<file path="config.mk">
export PLATFORM = sky130hd
export DESIGN_NAME = scaled_agu
export DESIGN_NICKNAME = d
export VERILOG_FILES = /design/src/rtl/agu_pkg.sv /design/src/rtl/agu_ea_calc.sv /design/src/rtl/agu_operand_sel.sv /design/src/rtl/scaled_agu.sv
export SDC_FILE = /design/constraint.sdc
export NUM_CORES = 1
export LEC_CHECK = 0
export ABC_AREA = 1
export ABC_CLOCK_PERIOD_IN_PS = 2910
export BUFFER_PORTS_ARGS = -buffer_cell sky130_fd_sc_hd__buf_2
export CORE_ASPECT_RATIO = 1.5
export CORE_MARGIN = 1.5
export CORE_UTILIZATION = 48
export CTS_BUF_LIST = sky130_fd_sc_hd__clkbuf_16
export DETAILED_ROUTE_END_ITERATION = 16
export GPL_TIMING_DRIVEN = 0
export PLACE_DENSITY_LB_ADDON = 0.2
export SLEW_MARGIN = 15
export SYNTH_ARGS = -nofsm -noshare
export SYNTH_HDL_FRONTEND = slang
export SYNTH_SLANG_ARGS = --single-unit
export TNS_END_PERCENT = 20
</file>
<file path="constraint.sdc">
create_clock -name clk -period 2.91 [get_ports clk]
set_input_delay 0 -clock clk [delete_from_list [all_inputs] [get_ports clk]]
set_output_delay 0 -clock clk [all_outputs]
set_load 0.01 [all_outputs]
</file>
<file path="src/rtl/agu_pkg.sv">
package agu_pkg;

  typedef enum logic [1:0] {
    KIND_IMM = 2'b00,
    KIND_REG = 2'b01,
    KIND_MEM = 2'b10
  } opkind_e;

  typedef enum logic [1:0] {
    FORM_RM_IMM = 2'b00,
    FORM_RM_REG = 2'b01,
    FORM_REG_RM = 2'b10,
    FORM_IMM    = 2'b11
  } form_e;

endpackage

</file>
<file path="src/rtl/agu_ea_calc.sv">
module agu_ea_calc #(
  parameter int AW  = 32,
  parameter int SCW = 2
) (
  input  logic           base_en,
  input  logic [AW-1:0]  base_val,
  input  logic           idx_en,
  input  logic [AW-1:0]  idx_val,
  input  logic [SCW-1:0] scale,
  input  logic [AW-1:0]  disp,
  output logic [AW-1:0]  addr
);

  localparam int NSC = 1 << SCW;

  logic [AW-1:0] shifted [NSC];
  logic [AW-1:0] idx_term;
  logic [AW-1:0] base_term;

  // one pre-shifted copy per scale code; the code selects among them
  for (genvar g = 0; g < NSC; g++) begin : g_scale
    assign shifted[g] = idx_val << g;
  end

  always_comb begin
    idx_term  = idx_en  ? shifted[scale] : '0;
    base_term = base_en ? base_val       : '0;
    addr      = idx_term + base_term + disp;
  end

endmodule

</file>
<file path="src/rtl/agu_operand_sel.sv">
module agu_operand_sel
  import agu_pkg::*;
#(
  parameter int AW  = 32,
  parameter int RNW = 3
) (
  input  logic [1:0]     form,
  input  logic           rm_is_mem,
  input  logic [RNW-1:0] rm_reg,
  input  logic [AW-1:0]  rm_addr,
  input  logic [RNW-1:0] reg_num,
  input  logic [AW-1:0]  imm,
  output logic [1:0]     dst_kind,
  output logic [RNW-1:0] dst_reg,
  output logic [AW-1:0]  dst_data,
  output logic [1:0]     src_kind,
  output logic [RNW-1:0] src_reg,
  output logic [AW-1:0]  src_data,
  output logic [AW-1:0]  lea
);

  // the three candidate locations
  logic [1:0]     rm_k, rg_k, im_k;
  logic [RNW-1:0] rm_r, rg_r, im_r;
  logic [AW-1:0]  rm_d, rg_d, im_d;

  always_comb begin
    if (rm_is_mem) begin
      rm_k = KIND_MEM;
      rm_r = '0;
      rm_d = rm_addr;
    end else begin
      rm_k = KIND_REG;
      rm_r = rm_reg;
      rm_d = '0;
    end
    rg_k = KIND_REG;
    rg_r = reg_num;
    rg_d = '0;
    im_k = KIND_IMM;
    im_r = '0;
    im_d = imm;
  end

  always_comb begin
    unique case (form_e'(form))
      FORM_RM_IMM: begin
        dst_kind = rm_k; dst_reg = rm_r; dst_data = rm_d;
        src_kind = im_k; src_reg = im_r; src_data = im_d;
      end
      FORM_RM_REG: begin
        dst_kind = rm_k; dst_reg = rm_r; dst_data = rm_d;
        src_kind = rg_k; src_reg = rg_r; src_data = rg_d;
      end
      FORM_REG_RM: begin
        dst_kind = rg_k; dst_reg = rg_r; dst_data = rg_d;
        src_kind = rm_k; src_reg = rm_r; src_data = rm_d;
      end
      default: begin
        dst_kind = im_k; dst_reg = im_r; dst_data = im_d;
        src_kind = im_k; src_reg = im_r; src_data = im_d;
      end
    endcase
    lea = (src_kind == KIND_MEM) ? src_data : '0;
  end


  always_comb begin
    kind_code_chk: assert (dst_kind != 2'b11 && src_kind != 2'b11);
  end

endmodule

</file>
<file path="src/rtl/scaled_agu.sv">
module scaled_agu
  import agu_pkg::*;
#(
  parameter int AW  = 32,
  parameter int RNW = 3,
  parameter int SCW = 2
) (
  input  logic           clk,
  input  logic           rst,
  input  logic           in_valid,
  input  logic [1:0]     form,
  input  logic           rm_is_mem,
  input  logic [RNW-1:0] rm_reg,
  input  logic           base_en,
  input  logic [AW-1:0]  base_val,
  input  logic           idx_en,
  input  logic [AW-1:0]  idx_val,
  input  logic [SCW-1:0] scale,
  input  logic [AW-1:0]  disp,
  input  logic [RNW-1:0] reg_num,
  input  logic [AW-1:0]  imm,
  input  logic           dst_wr,
  output logic           out_valid,
  output logic [1:0]     dst_kind,
  output logic [RNW-1:0] dst_reg,
  output logic [AW-1:0]  dst_data,
  output logic [1:0]     src_kind,
  output logic [RNW-1:0] src_reg,
  output logic [AW-1:0]  src_data,
  output logic [AW-1:0]  lea_addr,
  output logic           wr_err
);

  logic [AW-1:0]  ea;
  logic [1:0]     c_dk, c_sk;
  logic [RNW-1:0] c_dr, c_sr;
  logic [AW-1:0]  c_dd, c_sd, c_lea;

  agu_ea_calc #(.AW(AW), .SCW(SCW)) u_ea (
    .base_en  (base_en),
    .base_val (base_val),
    .idx_en   (idx_en),
    .idx_val  (idx_val),
    .scale    (scale),
    .disp     (disp),
    .addr     (ea)
  );

  agu_operand_sel #(.AW(AW), .RNW(RNW)) u_sel (
    .form      (form),
    .rm_is_mem (rm_is_mem),
    .rm_reg    (rm_reg),
    .rm_addr   (ea),
    .reg_num   (reg_num),
    .imm       (imm),
    .dst_kind  (c_dk),
    .dst_reg   (c_dr),
    .dst_data  (c_dd),
    .src_kind  (c_sk),
    .src_reg   (c_sr),
    .src_data  (c_sd),
    .lea       (c_lea)
  );

  always_ff @(posedge clk) begin
    if (rst) begin
      out_valid <= 1'b0;
      wr_err    <= 1'b0;
      dst_kind  <= '0;
      dst_reg   <= '0;
      dst_data  <= '0;
      src_kind  <= '0;
      src_reg   <= '0;
      src_data  <= '0;
      lea_addr  <= '0;
    end else begin
      out_valid <= in_valid;
      wr_err    <= in_valid && dst_wr && (c_dk == KIND_IMM);
      if (in_valid) begin
        dst_kind <= c_dk;
        dst_reg  <= c_dr;
        dst_data <= c_dd;
        src_kind <= c_sk;
        src_reg  <= c_sr;
        src_data <= c_sd;
        lea_addr <= c_lea;
      end
    end
  end


  valid_follow_chk: assert property (@(posedge clk) disable iff (rst)
    in_valid |=> out_valid);


  idle_clear_chk: assert property (@(posedge clk) disable iff (rst)
    !in_valid |=> (!out_valid && !wr_err));


  idle_hold_chk: assert property (@(posedge clk) disable iff (rst)
    !in_valid |=> ($stable(dst_data) && $stable(src_data) && $stable(lea_addr)));


  wr_err_kind_chk: assert property (@(posedge clk) disable iff (rst)
    wr_err |-> (out_valid && dst_kind == KIND_IMM));


  lea_nonmem_chk: assert property (@(posedge clk) disable iff (rst)
    (out_valid && src_kind != KIND_MEM) |-> (lea_addr == '0));


  imm_dst_pair_chk: assert property (@(posedge clk) disable iff (rst)
    (out_valid && dst_kind == KIND_IMM) |-> (src_kind == KIND_IMM));

endmodule

</file>
==> key figures <==
Hold path
  • Hold Crit Start: imm[13]
  • Hold EP: dst_data[13]
  • Worst hold path class: in2reg
  • Min-Delay Path Depth: 3

Setup path
  • Worst r2r dst: src_data[5]
  • Worst EP required: 3.16 ns
  • FF-to-FF Start: src_data[5]
  • Max Fanout on Critical Path: 10
  • Crit path launch type: primary input
  • CP Data Arrival Time: 3.03 ns
  • Worst R2R Setup Slack: 2.09 ns
  • Critical Path End Type: register
  • R2R depth: 3
  • Critical path class: in2reg

STA
  • Worst slew pin tran: 0.619 ns
  • Final Cycle Share: 0.954
  • Setup violators final: 0
  • RSZ-0062 raised after global routing: true
  • Clk_skew: 0 ns
  • Final min period: 2.78 ns
  • Final hold vios: 1
  • Slew headroom: 0.587
  • Final hold slack: -0.00225 ns
  • Fmax: 0.360 GHz
  • Final worst slack: 0.133 ns
  • Pins over their slew limit: 0

Floorplan
  • Site Rows: 58
  • Total core area: 16800 µm²
  • Initial Util: 0.494
  • Die area: 18100 µm²
  • Die W: 110 µm
  • IO Pins: 253
  • Die Span Y: 164 µm

Final layout
  • Final nets: 1785
  • Fraction of layout cells with a size suffix above 1: 0.238
  • Area grow syn2layout: 28.2%
  • Final cell count without fillers: 1788
  • Largest regs: dst_data: 32 flops, lea_addr: 32 flops, src_data: 32 flops
  • Final Util: 0.633
  • Antenna diode count: 0
  • Post-route cell area: 10700 µm²

Global route
  • Vias in the first global route: 9140
  • Met1 usage: 0.329
  • Met2 capacity usage during global routing: 0.599
  • Overall routing resource usage: 0.306
  • Global route overflow: 0
  • Initial antenna violation count: 0
  • Largest net degree at the start of global routing: 18
  • Met3 Track Usage GR: 0.0277
  • Global-route wire length before repair: 44500 µm
  • Global route hottest layer: met2

Logic synthesis
  • Net count after synthesis: 1493
  • Ys async rst share: 0
  • Mapped Area: 8320 µm²
  • Avg Cell Area, Syn: 6.49 µm²
  • Yosys reg bits: 108
  • Top_reg_cell synth: dfxtp_1
  • Synth warn: 0
  • Register area share after synthesis: 0.260
  • Syn Inst Count: 1281
  • Synth unique cells: 40
  • EDFF count, synth: 0

Outcome
  • Violated checks: negative hold slack
  • Outcome: finished, violations left

CTS
  • H-tree levels: 3
  • TritonCTS clock tree: built
  • CTS buffer count: 9
  • Max clock buf depth: 2
  • Worst-Skew Late Latency: 0.36 ns
  • Post-CTS setup buffer count: 0
  • CTS Sinks: 108
  • Clock Pin Slew Worst Setup and Hold Paths: 0.07 ns
  • CTS root buf: clkbuf_16

Place
  • Placed cell area: 9830 µm²
  • I/O Buffers: 250
  • Placed Instances: 1741
  • Place WS: -0.583 ns
  • Post-DP HPWL: 23700 µm
  • RePlAce Congestion: 0.899

Power and ir drop
  • Total power: 4.83 mW
  • Peak supply drop: 442 µV
  • Leak: 5.71 nW
  • Pwr Density: 453 nW/µm²

Drt
  • WL per Instance: 16.0 µm
  • DRT iter0 DRCs: 662
  • Via count: 9418
  • Vias per cell: 5.27
  • DRT antenna net count: 0
  • Residual DRC: 0
  • Final wirelength: 28700 µm
  • Initial DRT Pass Iterations: 7

Run
  • Max Cap Violations: 0
==> metal layers <==
layer / share of wire / wire, µm
met5: 0 / 0
met4: 0.044 / 1270
met3: 0.049 / 1420
met2: 0.53 / 15100
met1: 0.38 / 10900
==> final cells by class <==
class | instances | area, µm²
inverters | 189 | 709
multi-input cells | 928 | 5410
flip-flops and latches | 108 | 2160
fillers | 1611 | 6170
clock inverters | 7 | 65.1
repair buffers | 281 | 1560
plain buffers | 56 | 265
well taps | 210 | 263
clock buffers | 9 | 225
==> Yosys cell counts, types with 9 or more instances <==
cell,n,area [µm²]
a21oi_1,117,586
nand2_1,403,1510
xor2_1,9,78.8
dfxtp_1,108,2160
nor2_1,68,255
buf_2,10,50.1
fa_1,32,641
clkbuf_1,42,158
inv_1,183,687
nand3_1,71,355
mux2i_1,28,280
o22ai_1,35,219
o21ai_0,49,245
ha_1,35,438
==> power by group <==
group          switching, mW  internal, mW
logic                   1.29         0.719
clock network          0.572         0.663
registers             0.0406          1.55
total                   1.90          2.93
==> worst max path at each step <==
stage                     startpoint      endpoint  slack [ns]
after CTS                   scale[1]  lea_addr[15]       -0.03
after detailed placement      idx_en  src_data[31]       -0.58
after floorplan             scale[0]  src_data[31]        0.15
final                       scale[0]  src_data[29]        0.13
after global placement        idx_en  src_data[31]       -0.56
after global routing          idx_en  src_data[29]       -0.04
==> critical path, cell delays in order <==
cell and delay, ns:
buf_2 0.11, buf_4 0.25, mux2i_1 0.31, o22ai_1 0.12
fa_1 0.44, ha_1 0.40, nand2_1 0.15, inv_1 0.08
nand2_1 0.05, nand2_1 0.13, nand2_1 0.10, nand3_1 0.13
nand3_1 0.19, nand2_1 0.12, nand2_1 0.07, nand3_1 0.08
nand2_1 0.10, o21ai_1 0.14, inv_1 0.05
==> cell usage in the layout (no fill, tap or decap), types with 6 or more instances in the layout <==
cell and count:
nand2_1 400, buf_2 259, inv_1 183, a21oi_1 114, dfxtp_1 108, nand3_1 71
nor2_1 63, o21ai_0 49, clkbuf_1 32, fa_1 31, dlygate4sd3_1 31, o22ai_1 29
ha_1 23, mux2i_2 16, mux2i_1 12, ha_2 12, nor2_2 11, nand2_2 10
clkbuf_16 9, a31oi_1 8, buf_4 7, o21ai_1 7, xor2_1 7, a21oi_2 7
o22ai_2 6, inv_2 6, nand3b_1 6, nand4_1 6
==> cell families after synthesis <==
logic type,Yosys count,synth area share
simple gates,588,0.296
flops,108,0.260
compound gates,230,0.151
fa+ha+maj,67,0.130
xor+xnor,15,0.0167
buf+inv,245,0.114
mux,28,0.0337
==> repair_timing <==
action,in CTS,in global routing
resized for setup,7,75
hold endpoints to repair,36,0
endpoints found under the setup margin,33,49
hold buffers,31,0
==> per-stage QoR <==
stage / setup TNS, ns / hold slack, ns
final: 0 / -0.00225
after global routing: -0.109 / 0.00624
after CTS: -0.0502 / 0.000454
after detailed placement: -24.36 / 0.247
after global placement: -21.04 / 0.246
after floorplan: 0 / 0.0915
Power figures use the tool's default switching activity.
